`config.mk`:
```
export PLATFORM = sky130hd
export DESIGN_NAME = hfs_top
export DESIGN_NICKNAME = d
export VERILOG_FILES = /design/src/rtl/hfs_pkg.sv /design/src/rtl/hfs_err_latch.sv /design/src/rtl/hfs_req.sv /design/src/rtl/hfs_top.sv
export SDC_FILE = /design/constraint.sdc
export NUM_CORES = 1
export LEC_CHECK = 0
export BUFFER_PORTS_ARGS = -buffer_cell sky130_fd_sc_hd__buf_4
export CAP_MARGIN = 20
export CORE_MARGIN = 1.5
export CORE_UTILIZATION = 35
export CTS_BUF_LIST = sky130_fd_sc_hd__clkbuf_2 sky130_fd_sc_hd__clkbuf_4 sky130_fd_sc_hd__clkbuf_8
export DETAILED_ROUTE_END_ITERATION = 12
export PLACE_DENSITY = 0.93
export SETUP_SLACK_MARGIN = 0.4
export SLEW_MARGIN = 0
export SYNTH_ARGS = -nofsm -noshare
export SYNTH_HDL_FRONTEND = slang
export SYNTH_SLANG_ARGS = --single-unit
```
`constraint.sdc`:
```
create_clock -name clk -period 2.3 [get_ports clk]
set_clock_uncertainty 0.05 [all_clocks]
set_input_delay 0.575 -clock clk [delete_from_list [all_inputs] [get_ports clk]]
set_output_delay 0.575 -clock clk [all_outputs]
set_load 0.05 [all_outputs]
```
`src/rtl/hfs_pkg.sv`:
```
package hfs_pkg;
  // status bit positions; host software decodes these
  localparam int ST_INREQ  = 0;
  localparam int ST_FRZ    = 1;
  localparam int ST_CMDIN  = 2;
  localparam int ST_OVR    = 3;
  localparam int ST_OUTREQ = 4;
  localparam int ST_DSC    = 5;
  localparam int ST_CMDOUT = 6;
  localparam int ST_UDR    = 7;
  // interrupt mask positions
  localparam int IRQ_N     = 6;
  localparam int IQ_IN     = 0;
  localparam int IQ_OUT    = 1;
  localparam int IQ_OVR    = 2;
  localparam int IQ_UDR    = 3;
  localparam int IQ_CMD    = 4;
  localparam int IQ_FRZ    = 5;
  localparam int N_ERR     = 2;
  localparam int E_OVR     = 0;
  localparam int E_UDR     = 1;
endpackage

```
`src/rtl/hfs_err_latch.sv`:
```
module hfs_err_latch (
  input  logic clk,
  input  logic rst_n,
  input  logic evt,
  input  logic clr,
  output logic flag
);
  logic flag_nxt;
  logic flag_en;

  always_comb begin
    flag_en  = evt | clr;
    flag_nxt = evt;
  end

  always_ff @(posedge clk or negedge rst_n) begin
    if (!rst_n)       flag <= 1'b0;
    else if (flag_en) flag <= flag_nxt;
  end


  err_set_chk: assert property (@(posedge clk) disable iff (!rst_n)
    evt |=> flag);

  err_clr_chk: assert property (@(posedge clk) disable iff (!rst_n)
    (clr && !evt) |=> !flag);
endmodule

```
`src/rtl/hfs_req.sv`:
```
module hfs_req #(
  parameter int CW = 5
) (
  input  logic [CW-1:0] in_free,
  input  logic [CW-1:0] in_thr,
  input  logic [CW-1:0] out_cnt,
  input  logic [CW-1:0] out_thr,
  input  logic          out_flush,
  input  logic          freeze,
  output logic          rq_in,
  output logic          rq_out
);
  always_comb begin
    rq_in  = !freeze && (in_free >= in_thr);
    rq_out = !freeze && ((out_cnt >= out_thr) || out_flush);
  end
endmodule

```
`src/rtl/hfs_top.sv`:
```
module hfs_top
  import hfs_pkg::*;
#(
  parameter int PTR_W = 4
) (
  input  logic                clk,
  input  logic                rst_n,
  input  logic [PTR_W:0]      in_free,
  input  logic [PTR_W:0]      in_thr,
  input  logic [PTR_W:0]      out_cnt,
  input  logic [PTR_W:0]      out_thr,
  input  logic                out_flush,
  input  logic                out_dsc_head,
  input  logic                udr_evt,
  input  logic                ovr_evt,
  input  logic                cmd_out_full,
  input  logic                cmd_in_full,
  input  logic                freeze,
  input  logic                host_rd,
  input  logic                dma_en,
  input  logic [IRQ_N-1:0]    irq_mask,
  output logic [7:0]          host_status,
  output logic [7:0]          cpu_status,
  output logic                req_in,
  output logic                req_out,
  output logic                irq
);
  localparam int CW = PTR_W + 1;

  logic [N_ERR-1:0] err_evt;
  logic [N_ERR-1:0] err_flag;
  logic             err_clr;
  logic             rq_in, rq_out;
  logic             cin_host, cin_cpu;
  logic [7:0]       stat_core;
  logic [IRQ_N-1:0] irq_src;

  assign err_evt[E_OVR] = ovr_evt;
  assign err_evt[E_UDR] = udr_evt;
  assign err_clr        = host_rd & ~freeze;

  for (genvar g = 0; g < N_ERR; g++) begin : g_err
    hfs_err_latch u_lat (
      .clk  (clk),
      .rst_n(rst_n),
      .evt  (err_evt[g]),
      .clr  (err_clr),
      .flag (err_flag[g])
    );
  end

  hfs_req #(.CW(CW)) u_req (
    .in_free  (in_free),
    .in_thr   (in_thr),
    .out_cnt  (out_cnt),
    .out_thr  (out_thr),
    .out_flush(out_flush),
    .freeze   (freeze),
    .rq_in    (rq_in),
    .rq_out   (rq_out)
  );

  // command-in views: host copy resets to 1, CPU shadow resets to 0
  always_ff @(posedge clk or negedge rst_n) begin
    if (!rst_n) begin
      cin_host <= 1'b1;
      cin_cpu  <= 1'b0;
    end else begin
      cin_host <= cmd_in_full;
      cin_cpu  <= cmd_in_full;
    end
  end

  always_comb begin
    stat_core            = '0;
    stat_core[ST_UDR]    = ~err_flag[E_UDR];
    stat_core[ST_CMDOUT] = ~cmd_out_full;
    stat_core[ST_DSC]    = ~out_dsc_head;
    stat_core[ST_OUTREQ] = ~rq_out;
    stat_core[ST_OVR]    = ~err_flag[E_OVR];
    stat_core[ST_INREQ]  = ~rq_in;

    host_status            = stat_core;
    host_status[ST_CMDIN]  = cin_host;
    if (freeze) host_status = '1;

    cpu_status             = stat_core;
    cpu_status[ST_CMDIN]   = cin_cpu;
    cpu_status[ST_FRZ]     = freeze;

    irq_src          = '0;
    irq_src[IQ_IN]   = rq_in;
    irq_src[IQ_OUT]  = rq_out;
    irq_src[IQ_OVR]  = err_flag[E_OVR];
    irq_src[IQ_UDR]  = err_flag[E_UDR];
    irq_src[IQ_CMD]  = cmd_out_full;
    irq_src[IQ_FRZ]  = freeze;

    req_in  = dma_en ? rq_in  : (rq_in  & irq_mask[IQ_IN]);
    req_out = dma_en ? rq_out : (rq_out & irq_mask[IQ_OUT]);
    irq     = |(irq_src[IRQ_N-1:IQ_OVR] & irq_mask[IRQ_N-1:IQ_OVR]);
  end


  cmdin_lag_chk: assert property (@(posedge clk) disable iff (!rst_n)
    1'b1 |=> (cpu_status[ST_CMDIN] == $past(cmd_in_full)));

  frz_hold_chk: assert property (@(posedge clk) disable iff (!rst_n)
    (freeze && $past(freeze) && !ovr_evt && !$past(ovr_evt)) |=>
      (cpu_status[ST_OVR] == $past(cpu_status[ST_OVR])) || !freeze);

  frz_noreq_chk: assert property (@(posedge clk) disable iff (!rst_n)
    freeze |-> (!req_in && !req_out && host_status[ST_FRZ]));

  ovr_set_chk: assert property (@(posedge clk) disable iff (!rst_n)
    ovr_evt |=> !cpu_status[ST_OVR]);
endmodule

```
==> reports/metrics.yaml, run 1 <==
crit_type: "in2out"
ys_types: 17
worstPathMaxFanout: 3
gp_congestion: 0.723
die_w_um: 41.2
r2r_start: "g_err[0].u_lat.flag"
start_util_pct: 38.4
period_share_pct: 97.6
area_growth_pct: 125
drv_cap: 0
place_inst: 131
clkPwrFrac_pct: 22.4
yosysSeqAreaShare_pct: 19.8
layout_common_cells: "45 x buf_4, 8 x inv_1, 8 x buf_6"
p_int_mw: 0.282
drv_slew: 0
final.setup.tns_ps: 0
drc: 0
grt_use_total_pct: 25.5
dieHeight_um: 41.2
drt_iter0_markers: 1
swShare_pct: 41.8
fin_crit_ps: 2240
synth_area_per_cell_um2: 7.64
die_area_um2: 1700
grt_pass1_wl_um: 2660
clk_latency_ps: 240
syn_nets: 114
vias: 649
clkSinkCount: 4
dr.pass1.iters: 2
outcome: "finished clean"
path_clk_slew_ps: 40
rsz0062_at_grt: "yes"
cellLeakagePower_nw: 0.580
syn_inst: 67
synth-xor-area-share_pct: 0
first_global_vias: 671
synth_mux_area_share_pct: 0
p_comb_share_pct: 61.4
viasPerCell: 4.81
io_pins: 56
postCtsSetupBuffers: 0
fill_cells: 75
grt-ovfl-total: 0
hp-class: "in2async"
routed_wl_um: 1950
post-route-util_pct: 86.3
ff2ff_setup_slack_ps: 1560
cts_root_buf: "clkbuf_4"
p_switching_mw: 0.203
stdcell_count: 135
startpoint_type: "input port"
port_buffers: 55
synth-adder-area-share_pct: 24.4
multi_input_area_um2: 463
hold_viol: 0
tritoncts: "done"
fmax_mhz: 446
rr_endpoint: "g_err[0].u_lat.flag"
irDropWorstVdd_uv: 366
floorplan.rows: 13
end_kind: "output port"
yosys.area_share.simple_pct: 19.3
dpl.hpwl_um: 1420
worstMarginPinSlew_ps: 253
r2r_cells: 1
drt-wirelength-per-cell_um: 14.4
p_seq_share_pct: 16.2
ys_warn_count: 0
cts-buffers-inserted: 3
ys_ff_latch: 4
htreeDepth: 1
grt_max_degree: 14
netlist_area_um2: 512
antenna_cells: 0
setup_viol: 0
arrival_ps: 1620
finalNetCount: 168
layout_commonest_cell: "buf_4"
ctsLongestPathBuffers: 2
core_um2: 1330
antenna_found_initial: 0
synth_top_family_by_area: "adder cells"
synth_compound_area_share_pct: 16.6
slew_headroom_pct: 83.1
powerDensity_nw_per_um2: 422
required_ps: 1670
register_area_um2: 101
antenna_left: 0
drive_gt1_share_pct: 75.0
## synth_stat cells
| library cell | number | area share [%] |
|---|---|---|
| a21oi_1 | 3 | 2.9 |
| dfstp_2 | 1 | 5.1 |
| buf_6 | 1 | 2.2 |
| nand2b_1 | 5 | 6.1 |
| a21oi_2 | 2 | 3.4 |
| nor2b_1 | 2 | 2.4 |
| nor2_1 | 8 | 5.9 |
| dfrtp_1 | 3 | 15 |
| buf_4 | 5 | 7.3 |
| ha_1 | 10 | 24 |
| inv_1 | 14 | 10 |
| a211oi_2 | 1 | 2.4 |
| a21o_1 | 2 | 2.9 |
| or2_2 | 1 | 1.2 |
| o21ai_1 | 2 | 2.0 |
| a22oi_1 | 2 | 2.9 |
| nand2_1 | 5 | 3.7 |
## area by class of cell
class / instances / area share (%)
multi-input cells: 43 / 40.2
repair buffers: 55 / 39.8
flip-flops and latches: 4 / 8.80
inverters: 14 / 6.96
clock buffers: 4 / 2.61
well taps: 15 / 1.63
## worst max-delay path by stage
stage	startpoint	endpoint
5_1_grt	out_cnt[4]	req_out
6_report	out_cnt[4]	req_out
3_5_place_dp	out_thr[2]	req_out
3_3_place_gp	out_thr[2]	req_out
2_1_floorplan	in_thr[2]	host_status[0]
4_1_cts	out_thr[3]	req_out
## layer usage
layer  wire [um]  vias to the layer above  track usage [%]  part of all wire (%)
li1            -                      312                -                     -
met1         593                      293             20.1                    30
met2        1140                       42             55.1                    59
met3         195                        2             7.61                    10
met4          16                        0             9.68                  0.82
met5           0                        -                0                     0
## critical path, stage by stage
cell and delay [ps]:
buf_6 100, ha_4 230, a211oi_2 240, nor2_2 80, a21oi_4 200, nor2_4 50
buf_8 150
## timing repair
action	CTS	global route
setup endpoints to repair	6	6
hold buffers	0	0
gates resized for setup	16	5
pin swaps	5	3
## kinds of logic (layout without fill, tap and decap cells)
group | after synthesis | in the layout
simple gates | 21 | 21
buf+inv | 20 | 73
flops | 4 | 4
compound gates | 12 | 12
fa+ha+maj | 10 | 10
## power by group through the flow
stage / sequential, mW / combinational, mW / clock (mW)
final: 0.0787 / 0.298 / 0.109
after floorplan: 0.0785 / 0.176 / 0
after CTS: 0.0788 / 0.288 / 0.112
after global routing: 0.0793 / 0.314 / 0.122
after global placement: 0.0795 / 0.261 / 0
after detailed placement: 0.0796 / 0.270 / 0
## sequential cells by signal, indices dropped and copies added, names as in the netlist
name              count
cin_cpu               1
cin_host              1
g_err.u_lat.flag      2
## metrics by stage
stage | hold slack (ps) | instance area (um^2) | power (mW) | setup WS [ps]
3_5_place_dp | 322 | 1040 | 0.350 | 30.8
5_1_grt | 51.1 | 1150 | 0.515 | 36.8
2_1_floorplan | 229 | 669 | 0.254 | 15.7
3_3_place_gp | 321 | 1040 | 0.340 | 65.8
6_report | 65.1 | 1150 | 0.485 | 55.8
4_1_cts | 59.0 | 1130 | 0.479 | 75.3
(Power assumes the default switching activity.)
==> inputs of run 2 (changes only) <==
Settings changed: PLACE_DENSITY 0.93 to 0.91.
==> reports/metrics.yaml, run 2 (synthesis gave the netlist of run 1 again) <==
port_buffers: 55
antenna_found_initial: 0
end_kind: "output port"
grt_max_degree: 14
start_util_pct: 38.4
viasPerCell: 4.88
largest_reg_flops: 2
cts-buffers-inserted: 3
fmax_mhz: 453
grt_pass1_wl_um: 2680
rsz0062_at_grt: "yes"
antenna_left: 0
crit_type: "in2out"
fin_crit_ps: 2210
layout_commonest_cell: "buf_4"
setup_viol: 0
worstMarginPinSlew_ps: 211
first_global_vias: 690
cts_root_buf: "clkbuf_4"
tritoncts: "done"
max_flop_register: "g_err.u_lat.flag"
outcome: "finished clean"
clk_latency_ps: 240
routed_wl_um: 1790
startpoint_type: "input port"
irDropWorstVdd_uv: 400
place_inst: 131
layout_common_cells: "44 x buf_4, 9 x buf_6, 7 x inv_1"
finalNetCount: 168
drive_gt1_share_pct: 75.0
dpl.hpwl_um: 1380
antenna_cells: 0
drt-wirelength-per-cell_um: 13.2
dr.pass1.iters: 3
drc: 0
floorplan.rows: 13
final.setup.tns_ps: 0
die_w_um: 41.2
powerDensity_nw_per_um2: 414
cellLeakagePower_nw: 0.582
gp_congestion: 0.710
worstPathMaxFanout: 3
dieHeight_um: 41.2
arrival_ps: 1580
core_um2: 1330
period_share_pct: 95.9
io_pins: 56
slew_headroom_pct: 85.9
drt_iter0_markers: 4
total_power_mw: 0.477
placed_area_um2: 1040
die_area_um2: 1700
finish.instance_area_um2: 1150
layout_top_registers: "g_err.u_lat.flag: 2 flops, cin_cpu: 1 flops, cin_host: 1 flops"
grt_use_total_pct: 24.7
clkSinkCount: 4
path_clk_slew_ps: 40
hp-class: "in2async"
grt-ovfl-total: 0
area_growth_pct: 125
ctsLongestPathBuffers: 2
stdcell_count: 135
required_ps: 1670
hold_viol: 0
htreeDepth: 1
vias: 659
drv_cap: 0
drv_slew: 0
hold_buffers: 0
## run 2: area by class of cell
cell class	instances	area (um^2)
timing repair buffer	55	467
fill	80	181
sequential	4	101
clock buffer	4	30.0
tap	15	18.8
inverter	14	82.6
multi-input combinational	43	453
## run 2: critical path, stage by stage
cell and delay (ps):
buf_6 100, ha_4 230, a211oi_2 200, nor2_2 80
a21oi_4 190, nor2_4 60, buf_6 150
## run 2: path summary, 6_finish.rpt
path | from | end | slack, ps | cells past startpoint
worst max-delay path | out_cnt[4] | req_out | 90 | 7
worst min-delay path | rst_n | g_err[0].u_lat.flag | 70 | 1
worst max register to register | g_err[1].u_lat.flag | g_err[1].u_lat.flag | 1550 | 1
worst min register to register | g_err[0].u_lat.flag | g_err[0].u_lat.flag | 520 | 1
max in group asynchronous | rst_n | cin_host | 1930 | 1
min in group clk | cmd_in_full | cin_host | 410 | 1
## run 2: per-layer routing
metal  global-route usage (%)  routed length [um]  share of wire, %  vias up
li1                         -                   -                 -      314
met1                     22.1                 542                30      308
met2                     48.0                1040                58       37
met3                     9.24                 203                11        0
met4                     10.5                   0                 0        0
met5                        0                   0                 0        -
## run 2: stage by stage
| stage | worst slack, ps | hold WS (ps) | utilization [%] |
|---|---|---|---|
| after detailed placement | 28.5 | 322 | 78.3 |
| after global routing | 50.6 | 62.7 | 86.4 |
| final | 93.5 | 72.3 | 86.4 |
| after CTS | 93.5 | 66.7 | 84.9 |
| after floorplan | 15.7 | 229 | - |
| after global placement | 67.6 | 322 | 78.3 |
## run 2: power by group
group          leakage, nW  internal [mW]  switching (mW)
sequential          0.0422         0.0755         0.00317
clock               0.0184         0.0768          0.0290
combinational        0.521          0.128           0.165
total                0.582          0.280           0.197
## run 2: what timing repair did
item                       4_1_cts  5_1_grt
cloned                           0        0
gates resized for setup         16        7
pin swaps                        6        1
buffers inserted                 0        0
setup endpoints to repair        6        6
